==> config.mk <==
export PLATFORM = sky130hd
export DESIGN_NAME = sflash_read_engine
export DESIGN_NICKNAME = d
export VERILOG_FILES = /design/src/rtl/sfr_pkg.sv /design/src/rtl/sfr_pin_sync.sv /design/src/rtl/sfr_array.sv /design/src/rtl/sfr_cmd_ctrl.sv /design/src/rtl/sfr_out_drv.sv /design/src/rtl/sflash_read_engine.sv
export SDC_FILE = /design/constraint.sdc
export NUM_CORES = 1
export LEC_CHECK = 0
export ABC_AREA = 1
export CAP_MARGIN = 20
export CORE_MARGIN = 2
export CORE_UTILIZATION = 50
export DETAILED_ROUTE_END_ITERATION = 8
export PLACE_DENSITY = 0.78
export SLEW_MARGIN = 10
export SYNTH_ARGS = -nofsm -noshare
export SYNTH_HDL_FRONTEND = slang
export SYNTH_SLANG_ARGS = --single-unit
==> constraint.sdc <==
create_clock -name clk -period 2.4 [get_ports clk]
set_clock_uncertainty 0.1 [all_clocks]
set_input_delay 0.36 -clock clk [delete_from_list [all_inputs] [get_ports clk]]
set_output_delay 0.36 -clock clk [all_outputs]
set_load 0.05 [all_outputs]
==> src/rtl/sfr_pkg.sv <==
// Shared definitions for the serial flash read-path engine: opcodes,
// identification bytes, phase and instruction encodings, and the decoder.
// Assumes 8-bit instructions and a 24-bit address phase.
package sfr_pkg;

    localparam int CMD_BITS  = 8;
    localparam int ADDR_BITS_WIRE = 24;
    localparam int BYTE_BITS = 8;

    localparam logic [7:0] OPC_READ = 8'h03;
    localparam logic [7:0] OPC_FAST = 8'h0B;
    localparam logic [7:0] OPC_DUAL = 8'h3B;
    localparam logic [7:0] OPC_JID  = 8'h9F;
    localparam logic [7:0] OPC_SIG  = 8'hAB;

    localparam logic [7:0] ID_MAKER  = 8'h20;
    localparam logic [7:0] ID_BOTTOM = 8'h10;
    localparam logic [7:0] ID_TOP    = 8'h20;
    localparam logic [7:0] SIG_VALUE = 8'h05;

    typedef enum logic [2:0] {
        PH_CMD,
        PH_ADDR,
        PH_DUMMY,
        PH_DATA,
        PH_IGNORE
    } phase_t;

    typedef enum logic [2:0] {
        OP_NONE,
        OP_READ,
        OP_FAST,
        OP_DUAL,
        OP_JID,
        OP_SIG
    } op_t;

    // Maps a received instruction byte onto the internal instruction kind.
    function automatic op_t decode_op(input logic [7:0] code);
        case (code)
            OPC_READ: return OP_READ;
            OPC_FAST: return OP_FAST;
            OPC_DUAL: return OP_DUAL;
            OPC_JID:  return OP_JID;
            OPC_SIG:  return OP_SIG;
            default:  return OP_NONE;
        endcase
    endfunction

    // True for the instructions that take an address and read the array.
    function automatic logic op_is_array(input op_t op);
        return (op == OP_READ) || (op == OP_FAST) || (op == OP_DUAL);
    endfunction

endpackage

==> src/rtl/sfr_pin_sync.sv <==
// Brings the serial pins into the system clock domain through STAGES flops
// and derives one-cycle pulses for serial clock rising and falling edges.
// Assumes each serial clock level lasts at least STAGES+1 system clocks.
// Data-in goes through the same depth, so it lines up with the edge pulses.
module sfr_pin_sync #(
    parameter int STAGES = 2
) (
    input  logic clk,
    input  logic rst_n,
    input  logic sclk_i,
    input  logic csn_i,
    input  logic mosi_i,
    output logic rise_o,
    output logic fall_o,
    output logic csn_o,
    output logic mosi_o
);

    localparam int TOP = STAGES - 1;

    logic [STAGES-1:0] sclk_q;
    logic [STAGES-1:0] csn_q;
    logic [STAGES-1:0] mosi_q;
    logic              sclk_d;

    // Synchroniser chains plus one delayed copy of the clock for edge detection.
    always_ff @(posedge clk) begin
        if (!rst_n) begin
            sclk_q <= '0;
            csn_q  <= '1;
            mosi_q <= '0;
            sclk_d <= 1'b0;
        end else begin
            sclk_q <= {sclk_q[STAGES-2:0], sclk_i};
            csn_q  <= {csn_q[STAGES-2:0], csn_i};
            mosi_q <= {mosi_q[STAGES-2:0], mosi_i};
            sclk_d <= sclk_q[TOP];
        end
    end

    // Edge pulses and synchronised levels.
    always_comb begin
        rise_o = sclk_q[TOP] & ~sclk_d;
        fall_o = ~sclk_q[TOP] & sclk_d;
        csn_o  = csn_q[TOP];
        mosi_o = mosi_q[TOP];
    end

endmodule

==> src/rtl/sfr_array.sv <==
// Register-held data array, 2**ADDR_BITS bytes, with a combinational read
// port. Reset fills each location with its low address byte XOR FILL_KEY.
// Assumes the array is only read here; writes belong to other logic.
module sfr_array #(
    parameter int         ADDR_BITS = 8,
    parameter logic [7:0] FILL_KEY  = 8'h5A
) (
    input  logic                 clk,
    input  logic                 rst_n,
    input  logic [ADDR_BITS-1:0] addr_i,
    output logic [7:0]           rdata_o
);

    localparam int DEPTH = 1 << ADDR_BITS;

    logic [7:0] cells [DEPTH];

    // Reset load of the computed pattern; contents hold afterwards.
    always_ff @(posedge clk) begin
        if (!rst_n) begin
            for (int i = 0; i < DEPTH; i++) begin
                cells[i] <= 8'(i) ^ FILL_KEY;
            end
        end
    end

    // Asynchronous read of the addressed byte.
    always_comb rdata_o = cells[addr_i];

endmodule

==> src/rtl/sfr_cmd_ctrl.sv <==
// Instruction and address front end. It counts rising edges while chip
// select is low, assembles the instruction, shifts the address (keeping
// only the low ADDR_BITS), counts the per-instruction dummy clocks and
// enters the data phase. During data it advances the address or the
// identification index on each byte fetch from the output driver.
// Assumes the synchronised chip select clears all per-instruction state.
module sfr_cmd_ctrl
    import sfr_pkg::*;
#(
    parameter int ADDR_BITS  = 8,
    parameter bit TOP_BOOT   = 1'b0,
    parameter int FAST_DUMMY = 8,
    parameter int DUAL_DUMMY = 4
) (
    input  logic                 clk,
    input  logic                 rst_n,
    input  logic                 rise_i,
    input  logic                 csn_i,
    input  logic                 mosi_i,
    input  logic                 busy_i,
    input  logic                 take_i,
    input  logic [7:0]           mem_rdata_i,
    output logic [ADDR_BITS-1:0] addr_o,
    output logic                 data_o,
    output logic                 dual_o,
    output logic [7:0]           byte_o
);

    localparam int CNT_W = $clog2(ADDR_BITS_WIRE + 1);
    localparam logic [CNT_W-1:0] CMD_LAST   = CNT_W'(CMD_BITS - 1);
    localparam logic [CNT_W-1:0] ADDR_LAST  = CNT_W'(ADDR_BITS_WIRE - 1);
    localparam logic [CNT_W-1:0] FAST_LAST  = CNT_W'(FAST_DUMMY - 1);
    localparam logic [CNT_W-1:0] DUAL_LAST  = CNT_W'(DUAL_DUMMY - 1);
    localparam logic [7:0]       ID_SECOND  = TOP_BOOT ? ID_TOP : ID_BOTTOM;

    phase_t               phase_q;
    op_t                  op_q;
    logic [CNT_W-1:0]     cnt_q;
    logic [7:0]           cmd_q;
    logic [ADDR_BITS-1:0] addr_q;
    logic                 id_sel_q;

    logic [7:0]       cmd_next;
    op_t              dec_op;
    logic [CNT_W-1:0] dummy_last;

    // Next instruction byte, its decode, and the dummy length for this read.
    always_comb begin
        cmd_next   = {cmd_q[6:0], mosi_i};
        dec_op     = decode_op(cmd_next);
        dummy_last = (op_q == OP_FAST) ? FAST_LAST : DUAL_LAST;
    end

    // Phase sequencing, bit counting, address capture and stepping.
    always_ff @(posedge clk) begin
        if (!rst_n) begin
            phase_q  <= PH_CMD;
            op_q     <= OP_NONE;
            cnt_q    <= '0;
            cmd_q    <= '0;
            addr_q   <= '0;
            id_sel_q <= 1'b0;
        end else if (csn_i) begin
            phase_q  <= PH_CMD;
            cnt_q    <= '0;
            cmd_q    <= '0;
            id_sel_q <= 1'b0;
        end else begin
            if (rise_i) begin
                case (phase_q)
                    PH_CMD: begin
                        cmd_q <= cmd_next;
                        cnt_q <= cnt_q + 1'b1;
                        if (cnt_q == CMD_LAST) begin
                            cnt_q <= '0;
                            op_q  <= dec_op;
                            case (dec_op)
                                OP_READ, OP_FAST, OP_DUAL: phase_q <= PH_ADDR;
                                OP_JID, OP_SIG: phase_q <= busy_i ? PH_IGNORE : PH_DATA;
                                default: phase_q <= PH_IGNORE;
                            endcase
                        end
                    end
                    PH_ADDR: begin
                        addr_q <= {addr_q[ADDR_BITS-2:0], mosi_i};
                        cnt_q  <= cnt_q + 1'b1;
                        if (cnt_q == ADDR_LAST) begin
                            cnt_q   <= '0;
                            phase_q <= (op_q == OP_READ) ? PH_DATA : PH_DUMMY;
                        end
                    end
                    PH_DUMMY: begin
                        cnt_q <= cnt_q + 1'b1;
                        if (cnt_q == dummy_last) begin
                            cnt_q   <= '0;
                            phase_q <= PH_DATA;
                        end
                    end
                    default: begin
                    end
                endcase
            end
            if (take_i && phase_q == PH_DATA) begin
                if (op_is_array(op_q)) begin
                    addr_q <= addr_q + 1'b1;
                end else begin
                    id_sel_q <= ~id_sel_q;
                end
            end
        end
    end

    // Byte offered to the output driver for the current instruction.
    always_comb begin
        case (op_q)
            OP_JID:  byte_o = id_sel_q ? ID_SECOND : ID_MAKER;
            OP_SIG:  byte_o = SIG_VALUE;
            default: byte_o = mem_rdata_i;
        endcase
        addr_o = addr_q;
        data_o = (phase_q == PH_DATA);
        dual_o = (op_q == OP_DUAL);
    end

    AST_ADDR_WRAP: assert property (@(posedge clk) disable iff (!rst_n)
        (take_i && !csn_i && phase_q == PH_DATA && op_is_array(op_q) && addr_q == '1)
        |=> (addr_q == '0));

    AST_ID_BUSY_DROP: assert property (@(posedge clk) disable iff (!rst_n)
        (rise_i && !csn_i && phase_q == PH_CMD && cnt_q == CMD_LAST && busy_i
         && (dec_op == OP_JID || dec_op == OP_SIG))
        |=> (phase_q == PH_IGNORE));

    AST_CS_RESTART: assert property (@(posedge clk) disable iff (!rst_n)
        csn_i |=> (phase_q == PH_CMD && cnt_q == '0));

endmodule

==> src/rtl/sfr_out_drv.sv <==
// Output shifter. On each serial clock falling edge in the data phase it
// either fetches a new byte (pulsing take_o so the front end steps on) or
// shifts the held byte by one bit (single line) or two bits (two lines).
// Odd bits leave on line 1 and even bits on line 0 in two-line mode.
// Assumes chip select high drops both enables and restarts the byte count.
module sfr_out_drv
    import sfr_pkg::*;
(
    input  logic       clk,
    input  logic       rst_n,
    input  logic       fall_i,
    input  logic       csn_i,
    input  logic       active_i,
    input  logic       dual_i,
    input  logic [7:0] byte_i,
    output logic       take_o,
    output logic       dq1_o,
    output logic       dq1_oe_o,
    output logic       dq0_o,
    output logic       dq0_oe_o
);

    localparam int RW = $clog2(BYTE_BITS);
    localparam logic [RW-1:0] SINGLE_LAST = RW'(BYTE_BITS - 1);
    localparam logic [RW-1:0] DUAL_LAST   = RW'(BYTE_BITS / 2 - 1);

    logic [7:0]    sh_q;
    logic [RW-1:0] rem_q;
    logic          dq1_q, dq0_q, oe1_q, oe0_q, take_q;

    // Byte fetch, shifting and enable control, all on falling-edge pulses.
    always_ff @(posedge clk) begin
        if (!rst_n) begin
            sh_q   <= '0;
            rem_q  <= '0;
            dq1_q  <= 1'b0;
            dq0_q  <= 1'b0;
            oe1_q  <= 1'b0;
            oe0_q  <= 1'b0;
            take_q <= 1'b0;
        end else begin
            take_q <= 1'b0;
            if (csn_i) begin
                oe1_q <= 1'b0;
                oe0_q <= 1'b0;
                rem_q <= '0;
            end else if (fall_i && active_i) begin
                oe1_q <= 1'b1;
                oe0_q <= dual_i;
                if (rem_q == '0) begin
                    dq1_q  <= byte_i[7];
                    dq0_q  <= byte_i[6];
                    sh_q   <= dual_i ? {byte_i[5:0], 2'b00} : {byte_i[6:0], 1'b0};
                    rem_q  <= dual_i ? DUAL_LAST : SINGLE_LAST;
                    take_q <= 1'b1;
                end else begin
                    dq1_q <= sh_q[7];
                    dq0_q <= sh_q[6];
                    sh_q  <= dual_i ? {sh_q[5:0], 2'b00} : {sh_q[6:0], 1'b0};
                    rem_q <= rem_q - 1'b1;
                end
            end
        end
    end

    // Registered pin values.
    always_comb begin
        take_o   = take_q;
        dq1_o    = dq1_q;
        dq0_o    = dq0_q;
        dq1_oe_o = oe1_q;
        dq0_oe_o = oe0_q;
    end

    AST_CS_RELEASE: assert property (@(posedge clk) disable iff (!rst_n)
        csn_i |=> (!dq1_oe_o && !dq0_oe_o));

    AST_DQ1_ON_FALL: assert property (@(posedge clk) disable iff (!rst_n)
        !fall_i |=> $stable(dq1_o));

    AST_DQ0_ON_FALL: assert property (@(posedge clk) disable iff (!rst_n)
        !fall_i |=> $stable(dq0_o));

    AST_DUAL_PAIR: assert property (@(posedge clk) disable iff (!rst_n)
        dq0_oe_o |-> dq1_oe_o);

endmodule

==> src/rtl/sflash_read_engine.sv <==
// Top of the serial flash read path: pin synchroniser, instruction front
// end, register array and output shifter. Outputs are value/enable pairs;
// the pad ring turns a low enable into high impedance.
// Assumes ADDR_BITS >= 2 and dummy counts between 1 and 24.
module sflash_read_engine #(
    parameter int         ADDR_BITS   = 8,
    parameter bit         TOP_BOOT    = 1'b0,
    parameter int         FAST_DUMMY  = 8,
    parameter int         DUAL_DUMMY  = 4,
    parameter logic [7:0] FILL_KEY    = 8'h5A,
    parameter int         SYNC_STAGES = 2
) (
    input  logic clk,
    input  logic rst_n,
    input  logic spi_sclk_i,
    input  logic spi_csn_i,
    input  logic dq0_i,
    input  logic busy_i,
    output logic dq0_o,
    output logic dq0_oe_o,
    output logic dq1_o,
    output logic dq1_oe_o
);

    logic                 rise, fall, csn_s, mosi_s;
    logic                 take, data_act, dual;
    logic [ADDR_BITS-1:0] addr;
    logic [7:0]           mem_rdata, out_byte;

    sfr_pin_sync #(.STAGES(SYNC_STAGES)) u_sync (
        .clk    (clk),
        .rst_n  (rst_n),
        .sclk_i (spi_sclk_i),
        .csn_i  (spi_csn_i),
        .mosi_i (dq0_i),
        .rise_o (rise),
        .fall_o (fall),
        .csn_o  (csn_s),
        .mosi_o (mosi_s)
    );

    sfr_cmd_ctrl #(
        .ADDR_BITS  (ADDR_BITS),
        .TOP_BOOT   (TOP_BOOT),
        .FAST_DUMMY (FAST_DUMMY),
        .DUAL_DUMMY (DUAL_DUMMY)
    ) u_ctrl (
        .clk         (clk),
        .rst_n       (rst_n),
        .rise_i      (rise),
        .csn_i       (csn_s),
        .mosi_i      (mosi_s),
        .busy_i      (busy_i),
        .take_i      (take),
        .mem_rdata_i (mem_rdata),
        .addr_o      (addr),
        .data_o      (data_act),
        .dual_o      (dual),
        .byte_o      (out_byte)
    );

    sfr_array #(
        .ADDR_BITS (ADDR_BITS),
        .FILL_KEY  (FILL_KEY)
    ) u_array (
        .clk     (clk),
        .rst_n   (rst_n),
        .addr_i  (addr),
        .rdata_o (mem_rdata)
    );

    sfr_out_drv u_drv (
        .clk      (clk),
        .rst_n    (rst_n),
        .fall_i   (fall),
        .csn_i    (csn_s),
        .active_i (data_act),
        .dual_i   (dual),
        .byte_i   (out_byte),
        .take_o   (take),
        .dq1_o    (dq1_o),
        .dq1_oe_o (dq1_oe_o),
        .dq0_o    (dq0_o),
        .dq0_oe_o (dq0_oe_o)
    );

endmodule

# == Yosys cells after proc, flatten, opt, wreduce, memory -nomap -nowiden ==
# Memories as Yosys holds them, arrays and structs flattened. A register that Yosys moved wholly into a read port is not among the register bits.
# Cells that the tools add are included.
# op_classes
n_addsub,3
n_mul,0
n_div,0
magnitude_cmp,0
eq_ne,24
shifts,0
mux,30
bitwise,9
reduce_logical,17
# op_table
operator,count
$mux W8,9
$mux W3,7
$eq A3 B2 Y1 const B,6
$eq A8 B8 Y1 const B,2
$pmux W8 S2,1
$mux W5,3
$pmux W3 S5,1
$pmux W5 S3,1
$eq A3 B3 Y1 const B,4
$eq A3 B1 Y1 const B,3
$pmux W3 S3,1
$add A8 B1 Y8 const B,1
$eq A8 B2 Y1 const B,1
$eq A8 B4 Y1 const B,1
$eq A8 B6 Y1 const B,1
$reduce_and A2 Y1,4
$not A1 Y1,7
$logic_not A3 Y1,2
$mux W6,1
$ne A2 B1 Y1 const B,3
$pmux W3 S2,1
$reduce_or A3 Y1,2
$add A5 B1 Y5 const B,1
$eq A5 B3 Y1 const B,1
11 further kinds,19
# totals
register_bits,50
latchBits,0
ramBits,2048
romBits,0
inputBits,6
output_inout_bits,4
word_cells,101
n_memories,1
# mem_list
name,words,word_bits,rd,rd_clocked_by_memory_dff,wr,line_no,rtl
u_array.cells,256,8,1,1,256,sfr_array.sv:16,logic [7:0] cells [DEPTH];

# == Logic depth before layout (Yosys ltp) ==
# logic_depth
depth_word,7
ltp_mapped,11
depth_no_buf,11

# == Cells and area by module ==
# From an unflattened synthesis, not the netlist that was laid out.
# unflattened
hier_cells,439
hier_area_um2,2802.7
# by_module_without_submodules
module,instances,cells_per_inst,area_per_inst_um2,seq_area_each_um2
sfr_cmd_ctrl,1,283,1726.7,540.5
sfr_out_drv,1,123,823.3,300.3
sfr_pin_sync,1,25,207.7,140.1
sfr_array,1,8,45.0,0.0

# == Least setup slack after synthesis ==
# OpenSTA, ideal clock, no wires.
# synth_path
path_kind,register to register
from,reg u_ctrl.cnt_q[0]
to,reg u_ctrl.op_q[2]
setup_time_ns,0.120
arrival_time_ns,1.344
t_required_ns,2.180
slack_ns,0.837
stages_incl_launch_ff,9
path_buffers,0
synth_period_minus_slack_ns,1.563
cell_sequence,dfxtp_1 ha_1 inv_1 nor3_1 nand2_1 nor3_1 inv_1 o21ai_0 a21oi_1
# synth_via
elab_chain_len,2
# synth_rtl
element,line_no,rtl
"start, declared",sfr_cmd_ctrl.sv:38,logic [CNT_W-1:0] cnt_q;
"start signal, assigned",sfr_cmd_ctrl.sv:73,cnt_q <= cnt_q + 1'b1;
"start signal, assigned",sfr_cmd_ctrl.sv:86,cnt_q <= cnt_q + 1'b1;
"start signal, assigned",sfr_cmd_ctrl.sv:93,cnt_q <= cnt_q + 1'b1;
$eq A5 B3 Y1,sfr_cmd_ctrl.sv:74,if (cnt_q == CMD_LAST) begin
$reduce_and A4 Y1 (no source line),-,
"end signal, assigned",sfr_cmd_ctrl.sv:76,op_q <= dec_op;
"end, declared",sfr_cmd_ctrl.sv:37,op_t op_q;
# No other way between the ends.
# A chain may end at the register's enable or synchronous reset.

# == Worst setup path after layout ==
# layout_path
from,reg u_drv.oe1_q (netlist: u_drv.dq1_oe_o)
to,out dq1_oe_o
# layout_rtl
element,line_no,rtl
"start, declared",sfr_out_drv.sv:29,"logic dq1_q, dq0_q, oe1_q, oe0_q, take_q;"
"start signal, assigned",sfr_out_drv.sv:38,oe1_q <= 1'b0;
"start signal, assigned",sfr_out_drv.sv:44,oe1_q <= 1'b0;
"start signal, assigned",sfr_out_drv.sv:48,oe1_q <= 1'b1;
"end, declared",sflash_read_engine.sv:22,output logic dq1_oe_o
# No word-level cell between the ends.

==> impl_results.md <==
* Status: finished clean
* Syn_nets at 400
* Power Dens Cells at 582.8 mW/mm^2
* Clk_lat worst skew at 0.33 ns
* Clock sinks at 57
* Delay-heaviest family, CP: buffers and inverters
* Sw frac at 22.05%
* Final worst path period need at 1.927 ns
* Gpl congestion at ~0.86
* FF-to-FF path depth at 8
* Min-delay worst type: reg2reg
* Die area at 0.006178 mm^2
* Resized cells post-CTS at 0
* DRC at 0
* Hold Path End: u_sync.csn_q[1]
* Clk root buf: clkbuf_8
* Synth cell types at 35
* DP HPWL at 4.175 mm
* Global Route Usage Sum at 20.82%
* Total number of vias at 2488
* Hold-critical path depth at 1
* Crit path launch type: flip-flop
* First-pass GRT wire length at 10.09 mm
* Worst R2R Setup Slack at ~0.57 ns
* Post-synth EDFFs at 0
* Worst Hold Launch: u_sync.csn_q[0]
* Final Hold Vio Count at 0
* Num ports at 10
* Reg2reg end: u_ctrl.op_q[2]
* Yosys reg bits at 57
* P_int at 1.401 mW
* Largest net degree at the start of global routing at 19
* Critical path, cell by cell: clkdlybuf4s50_1
* R2r startpoint: u_ctrl.cnt_q[0]
* CTS tree: yes
* Routed WL per cell at 12.12 um
* Crit-path max FO at 2
* Most frequent cell after synthesis: nand2_1
* Number of global-route vias before repair at approximately 2300
* Synth Instances at between 300 and 400
* Setup TNS at 0 ns
* FMAX at 518.9 MHz
* Post-CTS Hold Buffers at 0
* Antenna viol nets, final at 0
* Relative slew slack at 65.98%
* Leakage at ~1.3 nW
* Worst Tran Pin Value at 0.5088 ns
* Worst-path clk slew at about 0.060 ns
* Ranking of synthesized cells by area: dfxtp_1 41%, nand2_1 9.3%, inv_1 8.1%
* Sequential power share at 53.5%
* Sequential share of the synthesized area at slightly above 40%
* DRT iter0 DRCs at 170
* Top FF cell, synth: dfxtp_1
* CP max stage cell: clkdlybuf4s50_1
* Worst vdd ir at 566.7 uV
* Mapped cell area at 0.002783 mm^2
* Area added between synthesis and finish at 10.84%
* Syn_area_per_cell at 7.135 um^2
* Die width at 78.60 um
* Via/cell ratio at about 5.2
* Initial antenna violation count at 0
* Unrepaired setup endpoints after global routing: false
* Critical Path RT at 1.94 ns
* Port bufs at 9
* FP Rows at 27
* Grt total ovfl at 0
* Nets at approximately 420
* Asr flop ratio synth at 0%
* Setup bufs post-CTS at 0
* Core Box Area at 0.005439 mm^2
* Layout cells sized above 1 at 9.024%
* Initial Utilization at 51.16%
* Synth warn at 0
* Max incr delay on CP at 0.80 ns
* Fill cell count at 531
* Critical path endpoint category: primary output
* Depth of the CTS H-tree at 3
* DR pass1 iterations at 4
* CTS buffer count at 9
* Critical Path Stages at 1
* Tcrit/Tclk final at about 80%
* Clock Power Share at 43.7%
* Clk buf depth at 2
* Die Height at 78.60 um
* P_sw at 0.3963 mW
* Comb power frac at ~2.8%
* Crit path buf inv count at 1
* Yosys top cell area share at 41.01%
* Ant. Diodes at 0
* Top post-synthesis cells by count: 69 x nand2_1, 60 x inv_1, 57 x dfxtp_1, 42 x nor2_1, 33 x o21ai_0
* Hold slack final at ~0.31 ns
* WP data arrival at 1.47 ns
* Critical path class: reg2out
* Final-report max-slew violation count at 0
* Largest area contributor in the netlist: dfxtp_1
* Max Cap Viol at 0
* Total wire length at roughly 5.8 mm
* Final setup fails at 0
-- per-stage QoR --
| stage | total power [mW] | std cells | setup WS, ns | cell area, um^2 | utilization, % |
|---|---|---|---|---|---|
| 2_1_floorplan | 1.019 | 390 | 0.8366 | 2783 | - |
| 3_3_place_gp | 1.032 | 466 | 0.4639 | 2910 | 53.51 |
| 3_5_place_dp | 1.033 | 466 | 0.4077 | 2910 | 53.51 |
| 4_1_cts | 1.812 | 482 | 0.4582 | 3084 | 56.71 |
| 5_1_grt | 1.867 | 482 | 0.3753 | 3084 | 56.71 |
| 6_report | 1.797 | 482 | 0.4730 | 3084 | 56.71 |
-- cells by family (layout without fill, tap and decap cells) --
kind of cell	Yosys count	count (layout)	synth area share, %
adders and majority gates	4	4	1.799
DFF	57	57	41.01
AOI/OAI and AO/OA	84	84	17.27
buffers and inverters	72	92	11.60
and+or+nand+nor	168	168	26.71
xor gates and xnor gates	4	4	1.259
muxes	1	1	0.3597
-- power by group through the flow --
stage	combinational, mW	clock, mW	sequential (mW)
3_5_place_dp	0.0509	0	0.982
6_report	0.0508	0.785	0.962
3_3_place_gp	0.0499	0	0.983
2_1_floorplan	0.0398	0	0.979
5_1_grt	0.0587	0.847	0.962
4_1_cts	0.0511	0.799	0.962
-- worst max path at each step --
stage	start	endpoint	slack (ns)
floorplan	u_ctrl.cnt_q[0]	u_ctrl.op_q[2]	0.84
global placement	rst_n	flip-flop	0.46
detailed placement	rst_n	u_ctrl.addr_o[1]	0.41
CTS	u_drv.dq0_o	dq0_o	0.46
global route	u_drv.rem_q[0]	u_drv.sh_q[5]	0.38
finish	u_drv.dq1_oe_o	dq1_oe_o	0.47
-- sequential cells by signal (all words and copies together) (netlist names), 3 cells and up, named ones only --
register / flops
u_ctrl.addr_o: 8
u_array.rdata_o: 4
u_ctrl.cnt_q: 5
u_ctrl.cmd_q: 7
u_drv.rem_q: 3
u_ctrl.op_q: 3
u_ctrl.phase_q: 3
u_drv.sh_q: 7
-- layout by cell type (no fill, tap or decap) --
master	n
nand2_1	69
inv_1	60
dfxtp_1	57
nor2_1	42
o21ai_0	33
nand3_1	29
a21oi_1	25
clkbuf_8	11
clkdlybuf4s50_1	9
nor3_1	8
a31oi_1	6
nand4_1	6
o211ai_1	5
buf_4	5
xor2_1	4
ha_1	4
nand2_2	3
nor2_2	3
a211oi_1	3
o22ai_1	3
or2_2	3
o31ai_1	3
clkinv_2	3
nor2_4	2
inv_2	2
o21ai_1	2
clkbuf_1	2
nand3b_1	1
a21o_2	1
o211ai_2	1
a21oi_2	1
o221a_2	1
nand3_2	1
nor3b_1	1
mux2i_1	1
-- routing by layer --
metal	up-vias	share of wire, %	GRT usage (%)
li1	1306	-	-
met1	1111	48	26.46
met2	61	45	31.97
met3	10	5.3	6.667
met4	0	2.0	9.825
met5	-	0	0
-- area by class of cell --
type	count	area, um^2	area share [%]
multi-input combinational	261	1319	42.76
timing repair buffer	14	127.6	4.138
tap	72	90.09	2.921
sequential	57	1141	37.00
clock buffer	13	158.9	5.152
clock inverter	3	15.01	0.4868
inverter	62	232.7	7.546
No activity file was read; power rests on OpenSTA's default activity.
